[config.mk]
export PLATFORM = sky130hd
export DESIGN_NAME = asid_tlb
export DESIGN_NICKNAME = d
export VERILOG_FILES = /design/src/rtl/tlb_pkg.sv /design/src/rtl/tlb_rasid.sv /design/src/rtl/tlb_page_way.sv /design/src/rtl/tlb_boot_way.sv /design/src/rtl/asid_tlb.sv
export SDC_FILE = /design/constraint.sdc
export NUM_CORES = 2
export LEC_CHECK = 0
export BUFFER_PORTS_ARGS = -buffer_cell sky130_fd_sc_hd__buf_2
export CORE_ASPECT_RATIO = 1.4
export CORE_MARGIN = 1.5
export CORE_UTILIZATION = 45
export DETAILED_ROUTE_END_ITERATION = 16
export PLACE_DENSITY = 0.74
export SYNTH_ARGS = -nofsm -noshare
export SYNTH_HDL_FRONTEND = slang
export SYNTH_SLANG_ARGS = --single-unit
[constraint.sdc]
create_clock -name clk_i -period 13.7 [get_ports clk_i]
set_input_delay 1.37 -clock clk_i [delete_from_list [all_inputs] [get_ports clk_i]]
set_output_delay 1.37 -clock clk_i [all_outputs]
set_load 0.1 [all_outputs]
[src/rtl/tlb_pkg.sv]
package tlb_pkg;
  localparam int VA_W     = 32;
  localparam int PG_OFF   = 12;
  localparam int VPN_W    = VA_W - PG_OFF;
  localparam int BOOT_W   = 3;
  localparam int N_BOOT   = 1 << BOOT_W;
  localparam int ASID_W   = 8;
  localparam int ATTR_W   = 4;
  localparam int RING_W   = 2;
  localparam int N_RING   = 1 << RING_W;
  localparam int RASID_W  = N_RING * ASID_W;
  localparam logic [ASID_W-1:0]  KERN_ASID = 8'd1;
  localparam logic [ATTR_W-1:0]  BOOT_ATTR = 4'h2;
  localparam logic [RASID_W-1:0] RASID_RST = 32'h0403_0201;

  typedef struct packed {
    logic [VPN_W-1:0]  vpn;
    logic [VPN_W-1:0]  ppn;
    logic [ASID_W-1:0] asid;
    logic [ATTR_W-1:0] attr;
    logic              wr;
    logic              ex;
  } pg_ent_t;

  typedef struct packed {
    logic [BOOT_W-1:0] vpn;
    logic [BOOT_W-1:0] ppn;
    logic [ASID_W-1:0] asid;
    logic [ATTR_W-1:0] attr;
    logic              wr;
    logic              ex;
  } bt_ent_t;

  // {found, ring}; lowest ring wins when tags repeat
  function automatic logic [RING_W:0] asid_ring(input logic [ASID_W-1:0] asid,
                                                input logic [RASID_W-1:0] rasid);
    logic [RING_W:0] r;
    r = '0;
    for (int i = N_RING - 1; i >= 0; i--)
      if (asid != '0 && rasid[i*ASID_W +: ASID_W] == asid) r = {1'b1, RING_W'(i)};
    return r;
  endfunction
endpackage

[src/rtl/tlb_rasid.sv]
module tlb_rasid
  import tlb_pkg::*;
(
  input  logic               clk_i,
  input  logic               rst_ni,
  input  logic               we_i,
  input  logic [RASID_W-1:0] wdata_i,
  output logic [RASID_W-1:0] rasid_o
);
  logic [RASID_W-ASID_W-1:0] hi_q;

  always_ff @(posedge clk_i or negedge rst_ni)
    if (!rst_ni)   hi_q <= RASID_RST[RASID_W-1:ASID_W];
    else if (we_i) hi_q <= wdata_i[RASID_W-1:ASID_W];

  assign rasid_o = {hi_q, KERN_ASID};
endmodule

[src/rtl/tlb_page_way.sv]
module tlb_page_way
  import tlb_pkg::*;
#(
  parameter int N  = 8,
  parameter int IW = $clog2(N)
) (
  input  logic               clk_i,
  input  logic               rst_ni,
  input  logic               wr_en_i,
  input  logic [IW-1:0]      wr_idx_i,
  input  pg_ent_t            wr_ent_i,
  input  logic               inv_en_i,
  input  logic [IW-1:0]      inv_idx_i,
  input  logic               fill_en_i,
  input  pg_ent_t            fill_ent_i,
  input  logic [RASID_W-1:0] rasid_i,
  input  logic [VPN_W-1:0]   vpn_i,
  output logic [N-1:0]       match_o,
  output pg_ent_t            sel_o,
  output logic [RING_W-1:0]  sel_ring_o,
  output logic [IW-1:0]      victim_o
);
  pg_ent_t           msk_v  [N];
  logic [RING_W-1:0] ring_v [N];
  logic [IW-1:0]     vic_q;

  for (genvar g = 0; g < N; g++) begin : g_ent
    pg_ent_t         q;
    logic [RING_W:0] ri;
    always_ff @(posedge clk_i or negedge rst_ni)
      if (!rst_ni)                                q <= '0;
      else if (wr_en_i && wr_idx_i == IW'(g))     q <= wr_ent_i;
      else if (inv_en_i && inv_idx_i == IW'(g))   q.asid <= '0;
      else if (fill_en_i && vic_q == IW'(g))      q <= fill_ent_i;
    assign ri         = asid_ring(q.asid, rasid_i);
    assign match_o[g] = ri[RING_W] && (q.vpn == vpn_i);
    assign msk_v[g]   = match_o[g] ? q : '0;
    assign ring_v[g]  = match_o[g] ? ri[RING_W-1:0] : '0;
  end

  always_ff @(posedge clk_i or negedge rst_ni)
    if (!rst_ni)        vic_q <= '0;
    else if (fill_en_i) vic_q <= (vic_q == IW'(N-1)) ? '0 : vic_q + 1'b1;

  always_comb begin
    sel_o      = '0;
    sel_ring_o = '0;
    for (int i = 0; i < N; i++) begin
      sel_o      = sel_o | msk_v[i];
      sel_ring_o = sel_ring_o | ring_v[i];
    end
  end

  assign victim_o = vic_q;
endmodule

[src/rtl/tlb_boot_way.sv]
module tlb_boot_way
  import tlb_pkg::*;
(
  input  logic               clk_i,
  input  logic               rst_ni,
  input  logic               wr_en_i,
  input  logic [BOOT_W-1:0]  wr_idx_i,
  input  bt_ent_t            wr_ent_i,
  input  logic               inv_en_i,
  input  logic [BOOT_W-1:0]  inv_idx_i,
  input  logic [RASID_W-1:0] rasid_i,
  input  logic [BOOT_W-1:0]  region_i,
  output logic [N_BOOT-1:0]  match_o,
  output bt_ent_t            sel_o,
  output logic [RING_W-1:0]  sel_ring_o
);
  bt_ent_t           msk_v  [N_BOOT];
  logic [RING_W-1:0] ring_v [N_BOOT];

  for (genvar g = 0; g < N_BOOT; g++) begin : g_ent
    bt_ent_t         q;
    logic [RING_W:0] ri;
    always_ff @(posedge clk_i or negedge rst_ni)
      if (!rst_ni) begin
        q.vpn  <= BOOT_W'(g);
        q.ppn  <= BOOT_W'(g);
        q.asid <= KERN_ASID;
        q.attr <= BOOT_ATTR;
        q.wr   <= 1'b1;
        q.ex   <= 1'b1;
      end
      else if (wr_en_i && wr_idx_i == BOOT_W'(g))   q <= wr_ent_i;
      else if (inv_en_i && inv_idx_i == BOOT_W'(g)) q.asid <= '0;
    assign ri         = asid_ring(q.asid, rasid_i);
    assign match_o[g] = ri[RING_W] && (q.vpn == region_i);
    assign msk_v[g]   = match_o[g] ? q : '0;
    assign ring_v[g]  = match_o[g] ? ri[RING_W-1:0] : '0;
  end

  always_comb begin
    sel_o      = '0;
    sel_ring_o = '0;
    for (int i = 0; i < N_BOOT; i++) begin
      sel_o      = sel_o | msk_v[i];
      sel_ring_o = sel_ring_o | ring_v[i];
    end
  end
endmodule

[src/rtl/asid_tlb.sv]
module asid_tlb
  import tlb_pkg::*;
#(
  parameter int N_PAGE = 8,
  parameter int PIDX_W = $clog2(N_PAGE),
  parameter int IDX_W  = (PIDX_W > BOOT_W) ? PIDX_W : BOOT_W
) (
  input  logic               clk_i,
  input  logic               rst_ni,
  input  logic               lk_valid_i,
  input  logic [VA_W-1:0]    lk_va_i,
  input  logic [RING_W-1:0]  lk_ring_i,
  input  logic               lk_wr_i,
  input  logic               lk_ex_i,
  output logic               lk_hit_o,
  output logic               lk_miss_o,
  output logic               lk_multi_o,
  output logic               lk_perm_o,
  output logic [VA_W-1:0]    lk_pa_o,
  output logic [ATTR_W-1:0]  lk_attr_o,
  input  logic               wr_en_i,
  input  logic               wr_boot_i,
  input  logic [IDX_W-1:0]   wr_idx_i,
  input  logic [VPN_W-1:0]   wr_vpn_i,
  input  logic [VPN_W-1:0]   wr_ppn_i,
  input  logic [ASID_W-1:0]  wr_asid_i,
  input  logic [ATTR_W-1:0]  wr_attr_i,
  input  logic               wr_w_i,
  input  logic               wr_x_i,
  input  logic               inv_en_i,
  input  logic               inv_boot_i,
  input  logic [IDX_W-1:0]   inv_idx_i,
  input  logic               fill_en_i,
  input  logic [VPN_W-1:0]   fill_vpn_i,
  input  logic [VA_W-1:0]    fill_pte_i,
  input  logic               rasid_we_i,
  input  logic [RASID_W-1:0] rasid_i
);
  localparam int CNT_W = $clog2(N_PAGE + N_BOOT + 1);

  logic [RASID_W-1:0] rasid;
  pg_ent_t            pg_wr, pg_fill, pg_sel;
  bt_ent_t            bt_wr, bt_sel;
  logic [N_PAGE-1:0]  pg_match;
  logic [N_BOOT-1:0]  bt_match;
  logic [RING_W-1:0]  pg_ring, bt_ring, ent_ring;
  logic [PIDX_W-1:0]  pg_victim;
  logic [CNT_W-1:0]   n_match;
  logic               pg_any, ent_wr, ent_ex, bad, single;
  logic [RING_W-1:0]  fill_ring;

  tlb_rasid u_rasid (
    .clk_i, .rst_ni, .we_i(rasid_we_i), .wdata_i(rasid_i), .rasid_o(rasid)
  );

  assign pg_wr = '{vpn: wr_vpn_i, ppn: wr_ppn_i, asid: wr_asid_i,
                   attr: wr_attr_i, wr: wr_w_i, ex: wr_x_i};
  assign bt_wr = '{vpn: wr_vpn_i[VPN_W-1 -: BOOT_W], ppn: wr_ppn_i[VPN_W-1 -: BOOT_W],
                   asid: wr_asid_i, attr: wr_attr_i, wr: wr_w_i, ex: wr_x_i};

  // refill entry layout: ppn | .. | x | w | ring | attr
  assign fill_ring = fill_pte_i[ATTR_W +: RING_W];
  assign pg_fill   = '{vpn:  fill_vpn_i,
                       ppn:  fill_pte_i[VA_W-1:PG_OFF],
                       asid: rasid[fill_ring*ASID_W +: ASID_W],
                       attr: fill_pte_i[ATTR_W-1:0],
                       wr:   fill_pte_i[ATTR_W+RING_W],
                       ex:   fill_pte_i[ATTR_W+RING_W+1]};

  tlb_page_way #(.N(N_PAGE), .IW(PIDX_W)) u_page (
    .clk_i, .rst_ni,
    .wr_en_i   (wr_en_i && !wr_boot_i),
    .wr_idx_i  (wr_idx_i[PIDX_W-1:0]),
    .wr_ent_i  (pg_wr),
    .inv_en_i  (inv_en_i && !inv_boot_i),
    .inv_idx_i (inv_idx_i[PIDX_W-1:0]),
    .fill_en_i,
    .fill_ent_i(pg_fill),
    .rasid_i   (rasid),
    .vpn_i     (lk_va_i[VA_W-1:PG_OFF]),
    .match_o   (pg_match),
    .sel_o     (pg_sel),
    .sel_ring_o(pg_ring),
    .victim_o  (pg_victim)
  );

  tlb_boot_way u_boot (
    .clk_i, .rst_ni,
    .wr_en_i   (wr_en_i && wr_boot_i),
    .wr_idx_i  (wr_idx_i[BOOT_W-1:0]),
    .wr_ent_i  (bt_wr),
    .inv_en_i  (inv_en_i && inv_boot_i),
    .inv_idx_i (inv_idx_i[BOOT_W-1:0]),
    .rasid_i   (rasid),
    .region_i  (lk_va_i[VA_W-1 -: BOOT_W]),
    .match_o   (bt_match),
    .sel_o     (bt_sel),
    .sel_ring_o(bt_ring)
  );

  assign n_match  = CNT_W'($countones({pg_match, bt_match}));
  assign pg_any   = |pg_match;
  assign ent_ring = pg_any ? pg_ring   : bt_ring;
  assign ent_wr   = pg_any ? pg_sel.wr : bt_sel.wr;
  assign ent_ex   = pg_any ? pg_sel.ex : bt_sel.ex;
  assign bad      = (lk_ring_i > ent_ring) || (lk_wr_i && !ent_wr) || (lk_ex_i && !ent_ex);
  assign single   = lk_valid_i && (n_match == CNT_W'(1));

  assign lk_miss_o  = lk_valid_i && (n_match == '0);
  assign lk_multi_o = lk_valid_i && (n_match > CNT_W'(1));
  assign lk_perm_o  = single && bad;
  assign lk_hit_o   = single && !bad;

  always_comb begin
    lk_pa_o   = '0;
    lk_attr_o = '0;
    if (lk_hit_o) begin
      lk_pa_o   = pg_any ? {pg_sel.ppn, lk_va_i[PG_OFF-1:0]}
                         : {bt_sel.ppn, lk_va_i[VA_W-BOOT_W-1:0]};
      lk_attr_o = pg_any ? pg_sel.attr : bt_sel.attr;
    end
  end
endmodule

==> summary.md <==
| Metric | Value |
|---|---|
| Final setup viols | `0` |
| Total Power | `0.00729 W` |
| Worst setup SP type | `input port` |
| Worst reg-to-reg path cell count | `7` |
| Synthesized instance count | `4,139` |
| Fillers | `7,687` |
| Routed Antenna Nets | `0` |
| Worst r2r src | `u_page.victim_o[0]$_DFFE_PN0P_` |
| Sw frac | `0.375` |
| Maximum vdd drop | `0.129 mV` |
| Simple-gate portion of the synthesized area | `0.137` |
| Number of synthesis warnings | `0` |
| Type of the worst setup path | `in2out` |
| Postcts setup bufs | `0` |
| Multiplexer area fraction after synthesis | `0.130` |
| Via-to-Cell Ratio | `6.27` |
| DR WL/cell | `25.7 um` |
| Initial antenna violation count | `30` |
| First-pass GRT wire length | `199,000 um` |
| Placer Congestion | `0.946` |
| DIE AREA | `86,900 sq um` |
| Insertion delay to the later sink of the worst-skew pair | `0.65 ns` |
| TritonCTS clock tree | `yes` |
| Clock-pin transition on the worst setup and hold timing paths | `0.06 ns` |
| Vias in the first global route | `31,500` |
| Relative slew slack | `0.0877` |
| Synth Area in XOR/XNOR | `0.130` |
| Initial Util | `0.454` |
| Worst-Margin Slew | `1.36 ns` |
| Clock Sinks | `619` |
| Sequential Power Share | `0.446` |
| Post-synthesis sequential area ratio | `0.406` |
| Top Ports | `229` |
| Setup TNS Final | `0 ns` |
| CP Max Fanout | `23` |
| Synth async-reset ratio | `1.00` |
| Top post-synthesis cells by area | `dfrtp_1 (37%), mux2i_1 (9.6%), xor2_1 (9.0%)` |
| Max Root-Sink Buffers | `3` |
| Layout cells sized above 1 | `0.152` |
| Yosys top cell by area | `dfrtp_1` |
| Post-route DRC | `0` |
| Lkg Pwr | `17.1 nW` |
| Setup slack, reg-to-reg | `10.84 ns` |
| Final Non-Filler Cells | `5,198` |
| Cell area after synthesis | `38,300 sq um` |
| Clk pwr share | `0.267` |
| Dpl cells | `5,061` |
| Pint | `0.00456 W` |
| Worst Skew | `0.0432 ns` |
| Final HPWL DP | `86,400 um` |
| DR pass1 iterations | `6` |
| Syn_area_per_cell | `9.25 sq um` |
| CTS root buf | `clkbuf_16` |
| Adder-cell share of the synthesized area | `0.00980` |
| Count leader, synth | `dfrtp_1` |
| Setup crit end | `lk_pa_o[29]` |
| CTS H-tree lvls | `3` |
| RR Endpoint | `u_page.g_ent[6].q[39]$_DFFE_PN0P_` |
| Syn nets | `4,352` |
| Die Ht | `348 um` |
| Worst hold-check path type | `reg2reg` |
| Tot GR Track Use | `0.302` |
| # rows | `126` |
| Top FF cell, synth | `dfrtp_1` |
| CP Capture Type | `output pin` |
| Achievable clock frequency | `92.5 MHz` |
| Cell depth of the worst hold path | `2` |
| Compound-Gate Fraction of Synth Area | `0.133` |
| Die Span X | `250 um` |
| Area share of the largest cell type after synthesis | `0.365` |
| # port buffers | `216` |
| Layout area overhead | `9.73%` |
| Switch Pwr | `0.00273 W` |
| Hold Vio Cnt, Final | `0` |
| Status | `finished clean` |
| Total routed wirelength | `134,000 um` |
| Slew Viols, Final | `0` |
| DR iter-0 viols | `3,404` |
| Register bit total from synthesis | `619` |
| CP Data Required Time | `12.33 ns` |
| Worst EP arrival | `9.44 ns` |
| Total grt overflow | `0` |
| Tmin final | `10.81 ns` |
| Top cells by count, synth | `dfrtp_1 (559), nand2_1 (470), xor2_1 (394)` |
| Num CTS Buffers | `68` |
| Comb pwr share | `0.287` |
| Hold Buf Count CTS | `0` |
| Crit path launch | `lk_va_i[29]` |
| Largest family of logic cells by synthesized area | `simple AND/OR/NAND/NOR gates` |
| Number of synthesized flops with an enable pin | `0` |
| Core Region | `84,300 sq um` |
| Nets | `4,256` |
| RSZ-0062 raised after global routing | `no` |
| PD cells | `173 nW/um^2` |
| Tcrit/Tclk final | `0.789` |
| Max-cap violations | `0` |
| Cell variety after synth | `74` |
| Vias | `32,600` |
| Largest net degree at the start of global routing | `157` |
| Post-CTS Resized | `0` |
-- state kept, by name (all words and copies together), names as in the netlist --
signal           cells
u_page.g_ent.q     432
u_rasid.hi_q        24
u_page.victim_o      3
u_boot.g_ent.q     160
-- placed cells by master (no fill, tap or decap), types with 74 or more instances in the layout --
master | synthesis | routed
buf_4 | 24 | 74
nor4_1 | 143 | 141
a21oi_1 | 184 | 184
mux2i_1 | 368 | 368
o21ai_0 | 346 | 346
nor2_1 | 250 | 234
dfrtp_1 | 559 | 559
buf_2 | 52 | 215
xor2_1 | 394 | 394
a22o_1 | 120 | 120
mux2_2 | 114 | 114
nand2_1 | 470 | 470
xnor2_1 | 174 | 174
-- critical path: stages --
cell,delay (ns)
buf_2,0.54
xor2_1,0.15
nor3_1,0.55
o21ai_0,0.23
a31oi_1,0.86
inv_1,0.16
fa_1,0.54
inv_1,0.06
fa_1,0.48
fa_1,0.57
fa_1,0.42
ha_1,0.23
fa_1,0.44
o21ai_0,0.18
nor4b_1,0.87
nand3_1,0.24
buf_4,0.32
a2111oi_1,0.63
buf_2,0.55
-- per-stage QoR --
| stage | instance area, sq um | worst slack (ns) | hold WS (ns) | util |
|---|---|---|---|---|
| 2_1_floorplan | 38300 | 2.34 | 0.439 | - |
| 3_3_place_gp | 39700 | 3.10 | 0.446 | 0.470 |
| 3_5_place_dp | 39700 | 2.96 | 0.452 | 0.470 |
| 4_1_cts | 42000 | 2.93 | 0.463 | 0.498 |
| 5_1_grt | 42000 | 2.56 | 0.472 | 0.498 |
| 6_report | 42000 | 2.89 | 0.467 | 0.498 |
-- power groups by stage --
stage	Sequential, W	Clock [W]	Combinational [W]
after floorplan	0.00292	0	0.00176
after global placement	0.00322	0	0.00197
after detailed placement	0.00325	0	0.00205
after CTS	0.00322	0.00196	0.00206
after global routing	0.00332	0.00204	0.00232
final	0.00325	0.00195	0.00209
-- worst min-delay path by stage --
stage	to	slack [ns]	from
final	u_boot.g_ent[0].q[3]$_DFFE_PN1P_	0.47	u_boot.g_ent[0].q[3]$_DFFE_PN1P_
after global placement	u_boot.g_ent[0].q[3]$_DFFE_PN1P_	0.45	u_boot.g_ent[0].q[3]$_DFFE_PN1P_
after floorplan	u_boot.g_ent[0].q[3]$_DFFE_PN1P_	0.44	u_boot.g_ent[0].q[3]$_DFFE_PN1P_
after CTS	u_boot.g_ent[0].q[3]$_DFFE_PN1P_	0.46	u_boot.g_ent[0].q[3]$_DFFE_PN1P_
after global routing	u_boot.g_ent[0].q[3]$_DFFE_PN1P_	0.47	u_boot.g_ent[0].q[3]$_DFFE_PN1P_
after detailed placement	u_boot.g_ent[0].q[3]$_DFFE_PN1P_	0.45	u_boot.g_ent[0].q[3]$_DFFE_PN1P_
-- per-layer routing --
metal	vias to the layer above	track usage	part of all wire
li1	14200	-	-
met5	-	0	0.0012
met1	15900	0.371	0.37
met3	515	0.0699	0.11
met4	26	0.193	0.066
met2	1920	0.477	0.45
-- final cells by class --
type / instances / area [sq um] / area share
clock buffers: 97 / 1960 / 0.0467
flip-flops and latches: 619 / 15600 / 0.370
multi-input cells: 3016 / 20900 / 0.497
inverters: 47 / 181 / 0.00432
clock inverters: 28 / 377 / 0.00896
repair buffers: 291 / 1670 / 0.0397
diodes: 12 / 30.0 / 0.000714
well taps: 1088 / 1360 / 0.0324
-- kinds of logic (layout without fill, tap and decap cells) --
kind of cell,after synthesis,after routing
simple gates,1120,1120
compound gates,822,822
flops,619,619
xor+xnor,568,568
buf+inv,504,463
mux,482,482
fa+ha+maj,24,24
other cells,0,12
No activity file was read; power rests on OpenSTA's default activity.
